--- config.mk ---
export PLATFORM = sky130hd
export DESIGN_NAME = decade_modn_counter
export DESIGN_NICKNAME = d
export VERILOG_FILES = /design/src/rtl/decade_modn_counter.sv
export SDC_FILE = /design/constraint.sdc
export NUM_CORES = 1
export LEC_CHECK = 0
export BUFFER_PORTS_ARGS = -buffer_cell sky130_fd_sc_hd__buf_2
export CAP_MARGIN = 40
export CORE_AREA = 4 4 41 43
export DETAILED_ROUTE_END_ITERATION = 8
export DIE_AREA = 0 0 45 47
export SKIP_LAST_GASP = 1
export SLEW_MARGIN = 10
export SYNTH_ARGS = -nofsm -noshare
export SYNTH_HDL_FRONTEND = slang
export SYNTH_SLANG_ARGS = --single-unit
--- constraint.sdc ---
create_clock -name clk -period 3.9 [get_ports clk]
set_input_delay 0.78 -clock clk [delete_from_list [all_inputs] [get_ports clk]]
set_output_delay 0.78 -clock clk [all_outputs]
set_load 0.05 [all_outputs]
--- src/rtl/decade_modn_counter.sv ---
module decade_modn_counter #(
  parameter int N           = 10,
  parameter bit CLEAR_TRUNC = 1'b0
) (
  input  logic       clk,
  input  logic       clr_n,
  input  logic       load_n,
  input  logic [3:0] data_in,
  input  logic       cnt_en,
  input  logic       chain_en,
  output logic [3:0] count,
  output logic       carry
);
  localparam logic [3:0] LAST = 4'(N - 1);
  localparam logic [3:0] WRAP = 4'(N);

  logic       run;
  logic       eff_clr_n;
  logic       eff_load_n;
  logic [3:0] load_val;
  logic [3:0] next_val;

  assign run      = cnt_en & chain_en;
  assign next_val = (count >= 4'd9) ? 4'd0 : count + 4'd1;
  assign carry    = (count == 4'd9) & chain_en;

  generate
    if (CLEAR_TRUNC) begin : g_clear_trunc
      assign eff_clr_n  = clr_n & (count != WRAP);
      assign eff_load_n = load_n;
      assign load_val   = data_in;
    end else begin : g_load_trunc
      assign eff_clr_n  = clr_n;
      assign eff_load_n = load_n & ~(run & (count == LAST));
      assign load_val   = load_n ? 4'd0 : data_in;
    end
  endgenerate

  always_ff @(posedge clk or negedge eff_clr_n) begin
    if (!eff_clr_n)      count <= 4'd0;
    else if (!eff_load_n) count <= load_val;
    else if (run)         count <= next_val;
  end

  assert_hold_R4: assert property (@(posedge clk) disable iff (!clr_n)
    (load_n && !run) |=> $stable(count));

  assert_load_R2: assert property (@(posedge clk) disable iff (!clr_n)
    (!load_n && (!CLEAR_TRUNC || data_in != WRAP)) |=> count == $past(data_in));

  assert_step_R3: assert property (@(posedge clk) disable iff (!clr_n)
    (load_n && run && count < 4'd9 && (32'(count) + 1 < N)) |=> count == $past(count) + 4'd1);

  assert_wrap_R8: assert property (@(posedge clk) disable iff (!clr_n)
    (load_n && run && count == LAST) |=> count == 4'd0);

  assert_chain_R7: assert property (@(posedge clk) disable iff (!clr_n)
    (carry && cnt_en && load_n) |=> count == 4'd0);

  assert_illegal_R5: assert property (@(posedge clk) disable iff (!clr_n)
    (load_n && run && count > 4'd9) |=> count == 4'd0);
endmodule

======== After elaboration in Yosys (flattened, before gate mapping) ========
Cells that the tools add are included.
storage, ports and cells
  register bits after elaboration ......... 4
  latch bits .............................. 0
  bits in writable memories ............... 0
  bits in read-only memories .............. 0
  input bits .............................. 9
  memories kept ........................... 0
cells by class
  $add $sub $neg .......................... 1
  multiply operators ...................... 0
  div/mod/pow operators ................... 0
  order comparisons ....................... 1
  equality and inequality tests ........... 2
  shift-type cells ........................ 0
  mux-type cells .......................... 4
  bitwise logic cells ..................... 5
  reductions and logical operators ........ 0
operator list
  kind                                                            count
  4-bit 2-to-1 mux                                                4
  4-bit by 1-bit adder with 4-bit output (second input constant)  1
  1-bit bitwise AND                                               4
  4-bit equality test (second input constant)                     1
  4-bit greater-or-equal comparator (second input constant)       1
  2-bit != test (second input constant)                           1
  1-bit inverter                                                  1

======== Logic depth before layout (Yosys ltp) ========
Gate-level depths: netlist of the first run.
  depth after elaboration ................. 5
  gate-level depth with buffers ........... 6
  depth with buffers taken out ............ 6

======== Least setup slack after synthesis of the first run ========
OpenSTA, ideal clock, no wires.
  path kind ............................... flip-flop to output port
  start ................................... reg count[0]
  end ..................................... out carry
  arrival time ............................ 1.452 ns
  data required time ...................... 3.120 ns
  path slack .............................. 1.668 ns
  cell stages (with the launch flop) ...... 3
  buffers on the path ..................... 0
  cell sequence ........................... dfrtp_1 > ha_1 > and4b_1
on the way
  cells in the longest elaborated chain, start to end .. 2
ends and longest elaborated chain
  what                    line  text
  from (decl)             11    output logic [3:0] count,
  from (signal assigned)  41    else if (!eff_load_n) count <= load_val;
  from (signal assigned)  42    else if (run) count <= next_val;
  4-bit equality test     25    assign carry = (count == 4'd9) & chain_en;
  1-bit bitwise AND       25
  to (decl)               12    output logic carry
Every way passes these cells.

======== Worst setup path after layout of the first run ========
  start ................................... reg count[1]
  end ..................................... out carry
The elaborated chain is that of the path after synthesis.

==> results.toml, run 1 <==
[pwr]
ir_drop_uv = 162
p_per_area_nw_per_um2 = 440
cellLeakagePower_uw = 0.000212

[sta]
relSlewSlack_pct = 83.7
slew_viol_final = 0
max_slew.worst_pin.slew_ns = 0.244
hold_viol = 0
post-route-period-util_pct = 55.9
rsz0062_at_grt = "false"
fin_setup_tns_ns = 0
setup_viol = 0
fmax_mhz = 459
period_needed_ns = 2.18
skew_ns = 0.00315

[final_layout]
fin_area_sq_um = 405
largest_register_ffs = 4
drive_gt1_share_pct = 32.7
nets = 66
final_common_cell = "buf_2"
n_antenna_cell = 0
reg.largest.list = "count x4"
layout_common_cells = "buf_2 (13), nand2_1 (5), inv_1 (4), dfrtp_1 (4)"
area_growth_pct = 35.6
largest-register = "count"

[placed_design]
placed_cell_area_sq_um = 383
place_hpwl_um = 596
place.gp.congestion = 0.715
port_buffers = 13

[min_path]
hp-class = "input port to asynchronous set/reset pin"

[grt]
grt_use_total_pct = 8.56
grt_antenna_before_repair = 0
gr-total-overflow = 0
grt_pass1_vias = 286
grt_max_degree = 9
grt_pass1_wl_um = 1240

[worst_setup_path]
cp_data_arrival_time_ns = 1.40
startpoint = "count[1]$_DFFE_PN0P_"
r2r-start = "count[0]$_DFFE_PN0P_"
crit_type = "flip-flop to output pin"
end_kind = "output pin"
crit_fanout = 4
reg2regPathDepth = 6
critPathCapture = "carry"
r2r_slack_ns = 2.47
r2r-end = "count[1]$_DFFE_PN0P_"
cp-start-kind = "flip-flop"
crit_required_ns = 3.12

[floorplan]
io_pins = 14
die_y_um = 47
core.rowCount = 13
fp.coreArea_sq_um = 1300
dieArea_sq_um = 2120
start_util_pct = 23.0
die_w_um = 45

[clock_network]
path_clk_slew_ns = 0.04
cts_buffers = 3
cts_hold_buf = 0
cts.sinks = 4
cts_resized = 0
clockBufferDepth = 2
cts_setup_buffers = 0
cts_tree = "yes"
cts-root-buf = "clkbuf_4"
clkLatencyLatePin_ns = 0.23
cts_max_level = 1

[routing]
wl_per_cell_um = 10.7
vias = 307
drt_pass1_iterations = 4
wl_met3_um = 60
wl_met2_um = 274
drt-total-wl_um = 717
viasPerCell = 4.58
wl_met1_um = 382
first_iter_violations = 9
ant_nets = 0
top_layer_used = "met3"
drc = 0

[synth]
yosys.area.top_type = "dfrtp_1"
seq_area_frac_synth_pct = 33.5
yosysTopAreaCellShare_pct = 33.5
synthMuxAreaShare_pct = 0
synth_cell_types = 18
netlist_area_sq_um = 299
synthCells = 36
synth_seq_cells = 4
synth_nets = 48
synth_warnings = 0
synth-compound-area-share_pct = 17.2
synth-xor-area-share_pct = 0
netlist_top_cells_area = "dfrtp_1 (33%), ha_1 (13%), nand2_1 (6.3%)"
synth_simple_gate_area_share_pct = 31.8
synth_fa_ha_area_share_pct = 12.6
synth_area_per_cell_sq_um = 8.31
synth_top_family_by_area = "simple AND/OR/NAND/NOR gates"

[outcome]
status = "complete, no violations"

[run]
maxCapViolations = 0
logic make-up (layout without fill, tap and decap cells):
logic type / after synthesis / after routing
AO/OA/AOI/OAI: 8 / 8
AND/OR/NAND/NOR: 17 / 17
flip-flops: 4 / 4
buffers and inverters: 4 / 20
adder cells (fa/ha/maj): 3 / 3
layer usage:
metal	global-route usage, %	up-vias
li1	-	161
met1	12.6	135
met2	8.76	11
met3	3.83	0
met4	7.02	0
met5	0	-
power breakdown:
part	internal, uW	switching (uW)
combinational	23.1	47.1
clock	34.3	14.6
sequential	48.6	10.7
Yosys cell counts:
library cell  n
ha_1          3
nand2b_1      1
nand4b_1      1
and4b_1       1
inv_1         4
nand3_1       2
o32ai_1       1
dfrtp_1       4
o221ai_1      1
nand3b_1      1
nor2_1        2
and3_1        1
a221oi_1      1
nand2_1       5
o21ai_0       2
and2_2        1
nor2b_1       2
a21oi_1       3
worst max-delay path, cell delays in order, from the launching register on:
cell	delay, ns
dfrtp_1	0.40
inv_1	0.11
ha_1	0.19
and4b_1	0.21
buf_2	0.26
stage by stage:
step	util [%]	setup WS [ns]	total power [uW]	hold WS, ns	std cells
floorplan	-	1.67	110	0.484	36
global placement	29.4	1.80	130	0.584	64
detailed placement	29.4	1.79	131	0.586	64
CTS	31.2	1.71	181	0.339	67
global route	31.2	1.59	194	0.331	67
finish	31.2	1.72	178	0.345	67
worst min-delay path by stage:
stage | endpoint | depth (start not counted)
6_report | count[2]$_DFFE_PN0P_ | 1
5_1_grt | count[3]$_DFFE_PN0P_ | 1
3_5_place_dp | count[2]$_DFFE_PN0P_ | 1
2_1_floorplan | count[0]$_DFFE_PN0P_ | 0
3_3_place_gp | count[0]$_DFFE_PN0P_ | 1
4_1_cts | count[2]$_DFFE_PN0P_ | 1
area by class of cell:
type | instances | area [sq um]
Sequential cell | 4 | 100
Timing Repair Buffer | 13 | 65.1
Inverter | 4 | 15.0
Clock buffer | 3 | 22.5
Tap cell | 15 | 18.8
Multi-Input combinational cell | 28 | 184
Fill cell | 149 | 896
Note: power is estimated with default switching activity, not from simulation.
==> run 2, diff against run 1 <==
Clock period 3.9 ns to 2.2 ns, I/O delays scaled along.
==> run 2 against run 1 <==
Design area grew 2.5%. Critical path depth is the same. Hold slack gained 0.11 ns. Sequential cell count is the same. Largest cell class unchanged. Via count grew 2.9%. Worst setup slack lost 1.4 ns. Register-to-register slack lost 1.7 ns. Wire length grew 12%. Non-clock buffer count grew 1. Sequential share of layout area shrank 0.59 points.
==> results.toml, run 2 (synthesized netlist as in run 1, its figures left out) <==
[outcome]
status = "complete, no violations"

[final_layout]
n_antenna_cell = 0
largest_register_ffs = 4
post-route-util_pct = 31.9
nets = 67
largest-register = "count"
area_growth_pct = 38.9
layout_common_cells = "buf_2 (13), nand2_1 (5), inv_1 (4), dfrtp_1 (4)"
fin_area_sq_um = 415
drive_gt1_share_pct = 32.1
final_common_cell = "buf_2"
reg.largest.list = "count x4"

[worst_setup_path]
r2r_slack_ns = 0.78
critPathMaxStageDelay_ns = 0.41
cpMaxStageDelayCell = "dfrtp_1"
crit_fanout = 4
crit_required_ns = 1.76
end_kind = "output pin"
cp-start-kind = "flip-flop"
worst-path-buf-inv = 2
crit_family = "flip-flops"
cp_data_arrival_time_ns = 1.41
reg2regPathDepth = 6
cp_cell_sequence = "inv_1 > ha_1 > and4b_1 > buf_2"
crit_type = "flip-flop to output pin"
r2r-start = "count[0]$_DFFE_PN0P_"
r2r-end = "count[1]$_DFFE_PN0P_"

[sta]
relSlewSlack_pct = 83.8
fmax_mhz = 540
slew_viol_final = 0
setup_slack_ns = 0.350
skew_ns = 0.00135
rsz0062_at_grt = "false"
period_needed_ns = 1.85
max_slew.worst_pin.slew_ns = 0.244
post-route-period-util_pct = 84.1
fin_setup_tns_ns = 0
setup_viol = 0
hold_viol = 0

[min_path]
hold_path_depth = 3
hp-start = "data_in[3]"
hold_end = "count[3]$_DFFE_PN0P_"
hp-class = "input port to flip-flop"

[routing]
first_iter_violations = 4
vias = 316
ant_nets = 0
drc = 0
drt_pass1_iterations = 3
drt-total-wl_um = 800
wl_per_cell_um = 11.8
viasPerCell = 4.65

[grt]
grt_antenna_before_repair = 0
gr-total-overflow = 0
grt_pass1_wl_um = 1320
grt_pass1_vias = 307
grt_use_total_pct = 9.03
grt_max_degree = 9

[floorplan]
die_w_um = 45
core.rowCount = 13
start_util_pct = 23.0
io_pins = 14
dieArea_sq_um = 2120
die_y_um = 47
fp.coreArea_sq_um = 1300

[placed_design]
place_hpwl_um = 584
placed_cell_area_sq_um = 383
pre_cts_ws_ns = 0.602
port_buffers = 13
place.gp.congestion = 0.724

[clock_network]
cts_resized = 0
cts_buffers = 3
cts_setup_buffers = 0
clockBufferDepth = 2
cts_tree = "yes"
cts_max_level = 1
path_clk_slew_ns = 0.05
cts_hold_buf = 1
clkLatencyLatePin_ns = 0.24
cts.sinks = 4
cts-root-buf = "clkbuf_4"

[pwr]
ir_drop_uv = 377
cellLeakagePower_uw = 0.000216
cellInternalPower_uw = 190
swShare_pct = 43.1
comb_power_share_pct = 38.1
power_frac_seq_pct = 31.5
clkPwrFrac_pct = 30.4
power.switching_uw = 144
p_per_area_nw_per_um2 = 803

[run]
maxCapViolations = 0
==> run 2: cell type report <==
| cell class | instances | area, sq um |
|---|---|---|
| Timing Repair Buffer | 14 | 75.1 |
| Fill cell | 155 | 886 |
| Sequential cell | 4 | 100 |
| Tap cell | 15 | 18.8 |
| Multi-Input combinational cell | 28 | 184 |
| Inverter | 4 | 15.0 |
| Clock buffer | 3 | 22.5 |
==> run 2: metal layers <==
metal | track usage [%] | up-vias | share of wire [%]
met4 | 1.75 | 0 | 0
met1 | 13.3 | 140 | 51
li1 | - | 163 | -
met5 | 0 | - | 0
met3 | 6.51 | 0 | 9.8
met2 | 10.2 | 13 | 39
==> run 2: worst min-delay path: stages <==
cell and delay [ns]:
buf_2 0.09, inv_1 0.04, o32ai_1 0.07
==> run 2: power groups by stage <==
stage	registers (uW)	logic, uW	clock network [uW]
2_1_floorplan	144	49.8	0
3_3_place_gp	105	127	0
3_5_place_dp	105	125	0
4_1_cts	105	128	103
5_1_grt	107	138	112
6_report	105	127	101
==> run 2: per-stage QoR <==
step | total power (uW) | hold WS [ns] | cells
after floorplan | 194 | 0.144 | 36
after global placement | 231 | 0.249 | 64
after detailed placement | 230 | 0.252 | 64
after CTS | 336 | 0.458 | 68
after global routing | 357 | 0.455 | 68
final | 333 | 0.455 | 68
==> run 2: worst max-delay path by stage <==
| stage | from | to | depth (start not counted) |
|---|---|---|---|
| 4_1_cts | count[1]$_DFFE_PN0P_ | carry | 4 |
| 5_1_grt | count[1]$_DFFE_PN0P_ | carry | 4 |
| 2_1_floorplan | count[0]$_DFFE_PN0P_ | carry | 2 |
| 6_report | count[1]$_DFFE_PN0P_ | carry | 4 |
| 3_5_place_dp | count[1]$_DFFE_PN0P_ | carry | 4 |
| 3_3_place_gp | count[1]$_DFFE_PN0P_ | carry | 4 |
==> run 3, diff against run 2 <==
Settings changed: ABC_AREA set to 1.
Clock period 2.2 ns to 1.53 ns, I/O delays scaled along.
==> run 3 against run 2 <==
The flow now finishes with violations (setup timing). Sequential share of layout area decreased by 3.8 points. First-iteration DRC count increased by 25%. Via count increased by 17%. Largest power group unchanged.
==> results.toml, run 3 <==
[routing]
drt-total-wl_um = 842
drt_pass1_iterations = 4
viasPerCell = 4.26
vias = 371
drc = 0
wl_per_cell_um = 9.68
ant_nets = 0
first_iter_violations = 5

[synth]
seq_area_frac_synth_pct = 30.3
yosysTopAreaCellShare_pct = 30.3
netlist_area_sq_um = 330
async_reset_ff_share_pct = 100
synthMuxAreaShare_pct = 0
synth_fa_ha_area_share_pct = 11.4
synth_cell_types = 14
synth_nets = 64
synth-edff-count = 0
synth_simple_gate_area_share_pct = 34.1
synth_area_per_cell_sq_um = 6.35
synth.most_common_cell = "nand2_1"
synthCells = 52
synth_top_family_by_area = "simple AND/OR/NAND/NOR gates"
synth-xor-area-share_pct = 0
netlist_top_cells_area = "dfrtp_1 (30%), nand2_1 (23%), ha_1 (11%)"
synth_warnings = 0
synth_seq_cells = 4
yosys.area.top_type = "dfrtp_1"
synthTopCellsByCount = "nand2_1 (20), inv_1 (9), dfrtp_1 (4)"
synth-main-ff-cell = "dfrtp_1"
synth-compound-area-share_pct = 12.9

[sta]
whs_ns = 0.315
relSlewSlack_pct = 82.9
rsz0062_at_grt = "true"
slew_viol_final = 0
setup_slack_ns = -0.0297
post-route-period-util_pct = 102
setup_viol = 1
max_slew.worst_pin.slew_ns = 0.257
fmax_mhz = 641
period_needed_ns = 1.56
hold_viol = 0
skew_ns = 0.000914

[clock_network]
cts_max_level = 1
cts-root-buf = "clkbuf_4"
cts_buffers = 3
cts_tree = "yes"
cts.sinks = 4
path_clk_slew_ns = 0.04
clkLatencyLatePin_ns = 0.24
clockBufferDepth = 2

[min_path]
hp-class = "input port to flip-flop"

[final_layout]
post-route-util_pct = 38.8
fin_cells = 87
largest_register_ffs = 4
fin_area_sq_um = 505
layout_common_cells = "nand2_1 (19), buf_2 (12), inv_1 (8)"
reg.largest.list = "count x4"
largest-register = "count"
area_growth_pct = 53.0
drive_gt1_share_pct = 37.5
final_common_cell = "nand2_1"
nets = 85
n_antenna_cell = 0

[worst_setup_path]
r2r_slack_ns = 0.30
r2r-end = "count[2]$_DFFE_PN0P_"
crit_type = "flip-flop to output pin"
crit_required_ns = 1.22
cp_data_arrival_time_ns = 1.25
cpMaxStageDelayCell = "dfrtp_2"
critPathCapture = "carry"
reg2regPathDepth = 8
end_kind = "output pin"
r2r-start = "count[0]$_DFFE_PN0P_"
cp_cell_sequence = "inv_2 > ha_4 > nand2_4 > nor3b_4 > buf_6"
cp-start-kind = "flip-flop"
crit_fanout = 2
critPathMaxStageDelay_ns = 0.40
startpoint = "count[1]$_DFFE_PN0P_"

[floorplan]
die_w_um = 45
io_pins = 14
start_util_pct = 25.4
dieArea_sq_um = 2120
core.rowCount = 13
die_y_um = 47
fp.coreArea_sq_um = 1300

[grt]
grtUsageMet1_pct = 12.5
grt_use_total_pct = 9.96
grt_use_met3_pct = 6.13
busiest_layer = "met2"
grt_pass1_vias = 369
gr-total-overflow = 0
grt_antenna_before_repair = 0
grt_max_degree = 8
grt_use_met2_pct = 14.7
grt_pass1_wl_um = 1480

[placed_design]
place_hpwl_um = 650
port_buffers = 13
pre_cts_ws_ns = 0.0803
place.gp.congestion = 0.776
placed_cell_area_sq_um = 448
dpl.cell_count = 80

[pwr]
p_per_area_nw_per_um2 = 1030
ir_drop_uv = 765
cellLeakagePower_uw = 0.000291

[outcome]
violations = "setup timing"
status = "finished with violations"

[run]
maxCapViolations = 0
-- run 3: metal layers --
layer | share of wire, % | routed length [um]
met1 | 44 | 367
met2 | 46 | 384
met3 | 11 | 90
met4 | 0 | 0
met5 | 0 | 0
-- run 3: cell type report --
cell class / count / area, sq um
flip-flops and latches: 4 / 103
inverters: 10 / 37.5
fillers: 150 / 796
repair buffers: 16 / 96.3
well taps: 15 / 18.8
multi-input cells: 38 / 224
clock buffers: 4 / 26.3
-- run 3: logic make-up (layout without fill, tap and decap cells) --
family,count (synthesis),in the layout
AO/OA/AOI/OAI,8,8
adder cells (fa/ha/maj),3,3
buffers and inverters,10,30
flip-flops,4,4
AND/OR/NAND/NOR,27,27
-- run 3: report_power, final --
group,internal (uW),switching [uW]
sequential,124,27.3
combinational,78.6,146
clock,98.1,47.2
-- run 3: worst min path at each step --
stage                                 endpoint  slack, ns  depth (start not counted)        from
after floorplan           count[0]$_DFFE_PN0P_       0.01                          0       clr_n
after global placement    count[2]$_DFFE_PN0P_       0.11                          1       clr_n
after detailed placement  count[3]$_DFFE_PN0P_       0.11                          1       clr_n
after CTS                 count[3]$_DFFE_PN0P_       0.31                          3  data_in[3]
after global routing      count[3]$_DFFE_PN0P_       0.32                          3  data_in[3]
final                     count[3]$_DFFE_PN0P_       0.31                          3  data_in[3]
-- run 3: through the flow --
step                      power, uW  TNS, ns
after floorplan                 307   -0.121
after global placement          360        0
after detailed placement        360        0
after CTS                       528  -0.0447
after global routing            572   -0.101
final                           522  -0.0297
-- run 3: repair_timing --
| item | in CTS | in global routing |
|---|---|---|
| endpoints found under the hold margin | 4 | 0 |
| gates resized for setup | 2 | 0 |
| pin swaps | 1 | 0 |
| endpoints found under the setup margin | 1 | 1 |
| buffers inserted | 2 | 0 |
| hold buffers | 1 | 0 |
-- run 3: worst max-delay path: cells and delay by family, from the launching register on --
kind / cells / cell delay, ns
adder cells (fa/ha/maj): 1 / 0.14
AND/OR/NAND/NOR: 2 / 0.22
flip-flops: 1 / 0.40
buffers and inverters: 2 / 0.26
